<file path="src/rtl/scsi_tgt_pkg.sv">
// Shared types for the SCSI target sequencer.
// Holds the sequencer states, the interrupt status codes and the group-code decode.
package scsi_tgt_pkg;

    typedef enum logic [2:0] {
        SQ_IDLE,
        SQ_SEL,
        SQ_MSGO,
        SQ_CMD,
        SQ_DONE
    } seq_state_t;

    localparam logic [1:0] IRQ_NONE    = 2'b00;
    localparam logic [1:0] IRQ_CMD_OK  = 2'b01;
    localparam logic [1:0] IRQ_PAR_ERR = 2'b10;

    localparam int CDB_MAX = 12;

    // Map a command group code to its descriptor length in bytes.
    function automatic logic [3:0] cdb_len(input logic [2:0] grp);
        case (grp)
            3'd0:       cdb_len = 4'd6;
            3'd1, 3'd2: cdb_len = 4'd10;
            3'd5:       cdb_len = 4'd12;
            default:    cdb_len = 4'd6;
        endcase
    endfunction

endpackage

</file>
<file path="src/rtl/scsi_sel_match.sv">
// Selection detector.
// Flags a valid selection of this target: the block is armed, SEL is high, BSY is low,
// the own ID bit is set and at most one other ID bit is set.
// Assumes the bus inputs are already synchronised to clk. Purely combinational.
module scsi_sel_match #(
    parameter int DW  = 8,
    localparam int IDW = $clog2(DW)
) (
    input  logic           armed,
    input  logic           sel,
    input  logic           bsy,
    input  logic [DW-1:0]  db,
    input  logic [IDW-1:0] id,
    output logic           hit
);
    // Count the asserted ID bits and test the own bit.
    always_comb begin
        hit = armed && sel && !bsy && db[id] && ($countones(db) <= 2);
    end
endmodule

</file>
<file path="src/rtl/scsi_byte_rx.sv">
// Target-side asynchronous byte receiver.
// While enabled it raises REQ, captures data and a parity flag when ACK is seen high,
// drops REQ, and pulses done once ACK has fallen.
// Assumes ACK is synchronised to clk. The enable must drop within the cycle after done.
module scsi_byte_rx #(
    parameter int DW = 8
) (
    input  logic          clk,
    input  logic          rst_n,
    input  logic          en,
    input  logic          ack,
    input  logic [DW-1:0] db,
    input  logic          dbp,
    output logic          req,
    output logic          done,
    output logic [DW-1:0] data,
    output logic          perr
);
    typedef enum logic [1:0] {RX_IDLE, RX_WAIT_HI, RX_WAIT_LO} rx_state_t;
    rx_state_t st;

    // Handshake state machine with captured byte and parity result.
    always_ff @(posedge clk) begin
        if (!rst_n) begin
            st   <= RX_IDLE;
            req  <= 1'b0;
            done <= 1'b0;
            data <= '0;
            perr <= 1'b0;
        end else begin
            done <= 1'b0;
            case (st)
                RX_IDLE: begin
                    if (en && !done && !ack) begin
                        req <= 1'b1;
                        st  <= RX_WAIT_HI;
                    end
                end
                RX_WAIT_HI: begin
                    if (ack) begin
                        data <= db;
                        perr <= ~(^{db, dbp});
                        req  <= 1'b0;
                        st   <= RX_WAIT_LO;
                    end
                end
                RX_WAIT_LO: begin
                    if (!ack) begin
                        done <= 1'b1;
                        st   <= RX_IDLE;
                    end
                end
                default: st <= RX_IDLE;
            endcase
        end
    end

    AST_REQ_RELEASE: assert property (@(posedge clk) disable iff (!rst_n)
        (req && ack) |=> !req);
    AST_REQ_ACK_LOW: assert property (@(posedge clk) disable iff (!rst_n)
        $rose(req) |-> !ack);
endmodule

</file>
<file path="src/rtl/scsi_tgt_selcmd.sv">
// SCSI target selection and command sequencer (top).
// Once armed, it answers a selection of my_id and takes one message-out byte when ATN
// was set at selection. It then collects the command block, whose length comes from the
// group code, writes every good byte to the FIFO port, and raises one interrupt.
// Assumes all bus inputs are synchronised to clk and that the FIFO never fills.
module scsi_tgt_selcmd
    import scsi_tgt_pkg::*;
#(
    parameter int DW  = 8,
    localparam int IDW = $clog2(DW),
    localparam int CW  = $clog2(CDB_MAX + 1)
) (
    input  logic           clk,
    input  logic           rst_n,
    input  logic           arm_en,
    input  logic [IDW-1:0] my_id,
    input  logic           bus_sel,
    input  logic           bus_bsy_in,
    input  logic           bus_atn,
    input  logic           bus_ack,
    input  logic [DW-1:0]  bus_db,
    input  logic           bus_dbp,
    output logic           bus_bsy_out,
    output logic           bus_req,
    output logic           bus_cd,
    output logic           bus_io,
    output logic           bus_msg,
    output logic           fifo_wr,
    output logic [DW-1:0]  fifo_wdata,
    output logic           irq,
    output logic [1:0]     irq_code
);
    seq_state_t     st;
    logic           sel_hit;
    logic           atn_r;
    logic [CW-1:0]  cnt;
    logic [3:0]     len_r;
    logic [3:0]     eff_len;
    logic           rx_en, rx_done, rx_perr;
    logic [DW-1:0]  rx_data;

    scsi_sel_match #(.DW(DW)) u_sel (
        .armed (arm_en),
        .sel   (bus_sel),
        .bsy   (bus_bsy_in),
        .db    (bus_db),
        .id    (my_id),
        .hit   (sel_hit)
    );

    scsi_byte_rx #(.DW(DW)) u_rx (
        .clk   (clk),
        .rst_n (rst_n),
        .en    (rx_en),
        .ack   (bus_ack),
        .db    (bus_db),
        .dbp   (bus_dbp),
        .req   (bus_req),
        .done  (rx_done),
        .data  (rx_data),
        .perr  (rx_perr)
    );

    // Phase lines and receiver enable follow the sequencer state.
    always_comb begin
        rx_en   = (st == SQ_MSGO) || (st == SQ_CMD);
        bus_cd  = rx_en;
        bus_msg = (st == SQ_MSGO);
        bus_io  = 1'b0;
        eff_len = (cnt == '0) ? cdb_len(rx_data[DW-1 -: 3]) : len_r;
    end

    // Sequencer: selection, message-out, command collection, interrupt hold.
    always_ff @(posedge clk) begin
        if (!rst_n) begin
            st          <= SQ_IDLE;
            bus_bsy_out <= 1'b0;
            atn_r       <= 1'b0;
            cnt         <= '0;
            len_r       <= 4'd6;
            fifo_wr     <= 1'b0;
            fifo_wdata  <= '0;
            irq         <= 1'b0;
            irq_code    <= IRQ_NONE;
        end else begin
            fifo_wr <= 1'b0;
            case (st)
                SQ_IDLE: begin
                    if (sel_hit) begin
                        bus_bsy_out <= 1'b1;
                        atn_r       <= bus_atn;
                        st          <= SQ_SEL;
                    end
                end
                SQ_SEL: begin
                    if (!bus_sel) begin
                        cnt <= '0;
                        st  <= atn_r ? SQ_MSGO : SQ_CMD;
                    end
                end
                SQ_MSGO: begin
                    if (rx_done) begin
                        if (rx_perr) begin
                            irq_code <= IRQ_PAR_ERR;
                            st       <= SQ_DONE;
                        end else begin
                            fifo_wr    <= 1'b1;
                            fifo_wdata <= rx_data;
                            st         <= SQ_CMD;
                        end
                    end
                end
                SQ_CMD: begin
                    if (rx_done) begin
                        if (rx_perr) begin
                            irq_code <= IRQ_PAR_ERR;
                            st       <= SQ_DONE;
                        end else begin
                            fifo_wr    <= 1'b1;
                            fifo_wdata <= rx_data;
                            cnt        <= cnt + 1'b1;
                            if (cnt == '0) len_r <= eff_len;
                            if ({{(4-CW+1){1'b0}}, cnt} + 5'd1 == {1'b0, eff_len}) begin
                                irq_code <= IRQ_CMD_OK;
                                st       <= SQ_DONE;
                            end
                        end
                    end
                end
                SQ_DONE: begin
                    if (!arm_en) begin
                        irq         <= 1'b0;
                        irq_code    <= IRQ_NONE;
                        bus_bsy_out <= 1'b0;
                        st          <= SQ_IDLE;
                    end else begin
                        irq <= 1'b1;
                    end
                end
                default: st <= SQ_IDLE;
            endcase
        end
    end

    AST_DISARMED_IDLE: assert property (@(posedge clk) disable iff (!rst_n)
        (st == SQ_IDLE && !arm_en) |=> (st == SQ_IDLE));
    AST_NO_PHASE_BEFORE_SEL_DROP: assert property (@(posedge clk) disable iff (!rst_n)
        (st == SQ_SEL && bus_sel) |=> !bus_cd);
    AST_REQ_IN_PHASE: assert property (@(posedge clk) disable iff (!rst_n)
        bus_req |-> bus_cd);
    AST_CNT_LIMIT: assert property (@(posedge clk) disable iff (!rst_n)
        cnt <= CW'(CDB_MAX));
    AST_WR_IN_PHASE: assert property (@(posedge clk) disable iff (!rst_n)
        fifo_wr |-> ($past(st) == SQ_MSGO || $past(st) == SQ_CMD));
    AST_IRQ_AFTER_STORE: assert property (@(posedge clk) disable iff (!rst_n)
        ($rose(irq) && irq_code == IRQ_CMD_OK) |-> $past(fifo_wr));
    AST_PERR_NO_WRITE: assert property (@(posedge clk) disable iff (!rst_n)
        (rx_done && rx_perr) |=> !fifo_wr);
endmodule

</file>
<file path="config.mk">
export PLATFORM = sky130hd
export DESIGN_NAME = scsi_tgt_selcmd
export DESIGN_NICKNAME = d
export VERILOG_FILES = /design/src/rtl/scsi_tgt_pkg.sv /design/src/rtl/scsi_sel_match.sv /design/src/rtl/scsi_byte_rx.sv /design/src/rtl/scsi_tgt_selcmd.sv
export SDC_FILE = /design/constraint.sdc
export NUM_CORES = 1
export LEC_CHECK = 0
export CAP_MARGIN = 5
export CORE_MARGIN = 2
export CORE_UTILIZATION = 45
export CTS_BUF_LIST = sky130_fd_sc_hd__clkbuf_4 sky130_fd_sc_hd__clkbuf_8 sky130_fd_sc_hd__clkbuf_16
export DETAILED_ROUTE_END_ITERATION = 8
export GPL_TIMING_DRIVEN = 0
export HOLD_SLACK_MARGIN = 0.1
export PLACE_DENSITY_LB_ADDON = 0.2
export SLEW_MARGIN = 20
export SYNTH_ARGS = -nofsm -noshare
export SYNTH_HDL_FRONTEND = slang
export SYNTH_SLANG_ARGS = --single-unit
</file>
<file path="constraint.sdc">
create_clock -name clk -period 9 [get_ports clk]
set_input_delay 2.25 -clock clk [delete_from_list [all_inputs] [get_ports clk]]
set_output_delay 2.25 -clock clk [all_outputs]
set_load 0.02 [all_outputs]
</file>
==> metrics.txt <==
RSZ-0062 raised after global routing=false; slowest CP cell=clkdlybuf4s50_1; Pwr Density=around 170 mW/mm²; GRT Resource Usage Total=18.72%; capturing point of the worst reg2reg path=st[2]; Rel. slew slack=55.96%; area of the core=0.004723 mm²; Crit path largest cell delay=0.55 ns; share of cells above drive strength 1=7.285%; Detail Route Antenna Nets=0; CP Class=in -> reg; DR iter-0 viols=99; post-synthesis adder-cell area fraction=8.196%; max-cap check violation count=0; hold wc startpoint=fifo_wdata[6]; CTS tree=built; Psw=0.1362 mW; IO buf count=34; Fin Setup TNS=0 ns; die width=73.90 µm; wire per inst=12.25 µm; mux cell area share after synthesis=3.358%; Seq cells post-synth=38; yosys warns=0; Simple-Gate Fraction of Synth Area=26.24%; Sequential Power Share=roughly two fifths; Post-Synthesis Cell Area=0.002198 mm²; first-pass GRT wire length=~7.9 mm; Logic pwr share=28.4%; average size of a mapped cell=8.455 µm²; outcome=completed; Worst Hold Path EP=fifo_wdata[6]; CP endpoint kind=flip-flop; Reg2Reg Depth=8; post-synthesis xor/xnor area fraction=5.919%; Main synth FF type=dfxtp_1; Worst Max-Slew Pin Slew=around 0.66 ns; R2R setup slack=approximately 6.8 ns; Worst setup SP type=input port; Overflow after GRT=0; DRC violations left=0; pin count of the biggest net entering global routing=12; die height=73.90 µm; # IOs=36; first-pass detailed-route iteration total=4; post-detail-place hpwl=3.489 mm; Max Freq=about 180 MHz; CTS max path bufs=2; initial antenna violation count=0; final wirelength=approximately 4.5 mm; Clock Sinks=38; Crit path buffers/inverters=3; WP data arrival=~5.9 ns; R2R Path Start=cnt[0]; NumNets Final=332; Starting Density=a little under half; Largest delay share family, worst path=adder cells; commonest non-fill, non-tap cells in the layout=nand2_1 (44), dfxtp_1 (38), clkdlybuf4s50_1 (34); worst-path cell chain=clkdlybuf4s50_1 > ha_1 > inv_1 > fa_1 > inv_1 > fa_1 > ha_1 > fa_1 > nor2_1 > nand4_1 > nor4_2 > nor3_1 > or3_1 > a21boi_1; compound-gate portion of the synthesized area=16.45%; Area Overhead vs Synth=24.47%; clk_lat worst skew=0.28 ns; die area=0.005460 mm²; number of enable-type register cells in the synthesized netlist=0; main combinational cell family by area after synthesis=simple AND/OR/NAND/NOR gates; Row Count=25; Worst Path Required=9.22 ns; Storage cell area=760.7 µm²; Multi-input gate area=0.001326 mm²; Final setup viols=0; Vias/cell=5.062; Top cell by count, worst path=fa_1; ratio of final minimum period to clock period=62.78%; VDD IR max=approximately 0.000087 V; placed inst area=roughly 0.0026 mm²; Gate Count Post-Synth=260; final non-filler cell area=0.002736 mm²; Slew Limit Fails=0; Internal=0.3237 mW; Hold Path Class=reg -> reg; distinct cell type count after synthesis=52; cts repair resizes=0; Reg clk slew, reported paths=0.07 ns; gp weighted congestion=0.8306; Clock power frac=31.8%; total CTS buffers=5; clk_skew=roughly 0.0055 ns; async set-reset flop share out of synthesis=0%; vias in the first global route=about 1700; Pleak=roughly 1.1 nW; share of the yosys chip area belonging to registers=between 30% and 40%; post-CTS setup buffers=0; clock root buffer=clkbuf_8; CTS HTree Levels=2; fin worst setup slack=3.350 ns; switching share of power=29.62%; via count=1868; fill cell count=458; critical path fanouts, max=4; diodes inserted=0; Tmin final=5.650 ns; WHS Path Cells=2; leading cell type in the layout, fill and taps excluded=nand2_1; Net Count, Synth=291; pre-CTS WS=3.030 ns; hold buffer count at CTS=0; final hold viol count=0
-- worst max-delay path by stage --
stage	startpoint	end	cells after the start
final	bus_db[0]	st[0]	14
after global routing	bus_db[1]	st[0]	14
after CTS	bus_db[0]	st[0]	14
after detailed placement	bus_db[0]	st[0]	14
after global placement	bus_db[1]	st[0]	14
after floorplan	bus_db[0]	st[0]	13
-- cell families (layout without fill, tap and decap cells) --
group	Yosys count	after routing
other cells	1	1
fa+ha+maj	12	12
flops	38	38
buf+inv	26	68
mux	6	6
simple gates	112	112
xor+xnor	14	14
compound gates	51	51
-- metrics by stage --
stage                     util [%]  hold WS, ns  std cells  total power [mW]
final                        57.93       0.4617        369            0.4599
after global routing         57.93       0.4875        369            0.4886
after CTS                    57.93       0.4680        369            0.4641
after detailed placement     55.52       0.4581        361            0.3165
after global placement       55.52       0.4518        361            0.3143
after floorplan                  -       0.4412        260            0.2746
-- tightest hold or removal path: stages, from the launching register on --
cell      delay [ns]
dfxtp_1         0.31
nand2_1         0.04
a21boi_0        0.06
-- power by group through the flow --
stage	sequential [mW]	combinational (mW)	clock (mW)
2_1_floorplan	0.187	0.0875	0
3_3_place_gp	0.186	0.128	0
3_5_place_dp	0.186	0.130	0
4_1_cts	0.182	0.131	0.151
5_1_grt	0.183	0.148	0.157
6_report	0.183	0.131	0.146
-- metal layers --
| metal | share of wire, % | track usage [%] |
|---|---|---|
| met1 | 48 | 25.72 |
| met2 | 46 | 29.27 |
| met3 | 3.7 | 3.429 |
| met4 | 1.6 | 6.869 |
| met5 | 0 | 0 |
-- registers in the layout (all words and copies together), names as in the netlist, 2 cells and up --
signal      cells
u_rx.data       8
st              3
len_r           4
cnt             4
irq_code        2
u_rx.st         2
fifo_wdata      8
-- cell type report --
type	instances	share of cell area [%]
Timing Repair Buffer	34	12.44
Sequential cell	38	27.80
Clock inverter	1	1.097
Multi-Input combinational cell	196	48.47
Tap cell	67	3.064
Inverter	17	2.332
Clock buffer	7	3.064
Buffer	9	1.738
-- cell usage after synthesis (3+ instances only) --
library cell / count / area share (%)
nand2_1: 44 / 7.5
dfxtp_1: 38 / 35
nor2_1: 23 / 3.9
a21boi_0: 18 / 6.1
inv_1: 17 / 2.9
a21oi_1: 9 / 2.0
o21ai_0: 9 / 2.0
xnor2_1: 9 / 3.6
ha_1: 8 / 4.6
nand3_1: 7 / 1.6
nor2b_1: 6 / 1.7
clkbuf_1: 5 / 0.85
and3_1: 4 / 1.1
fa_1: 4 / 3.6
mux2i_1: 4 / 1.8
nor3_1: 4 / 0.91
xor2_1: 4 / 1.6
and2_1: 3 / 0.85
nand3b_1: 3 / 1.0
nor3b_1: 3 / 1.0
(Power assumes the default switching activity.)
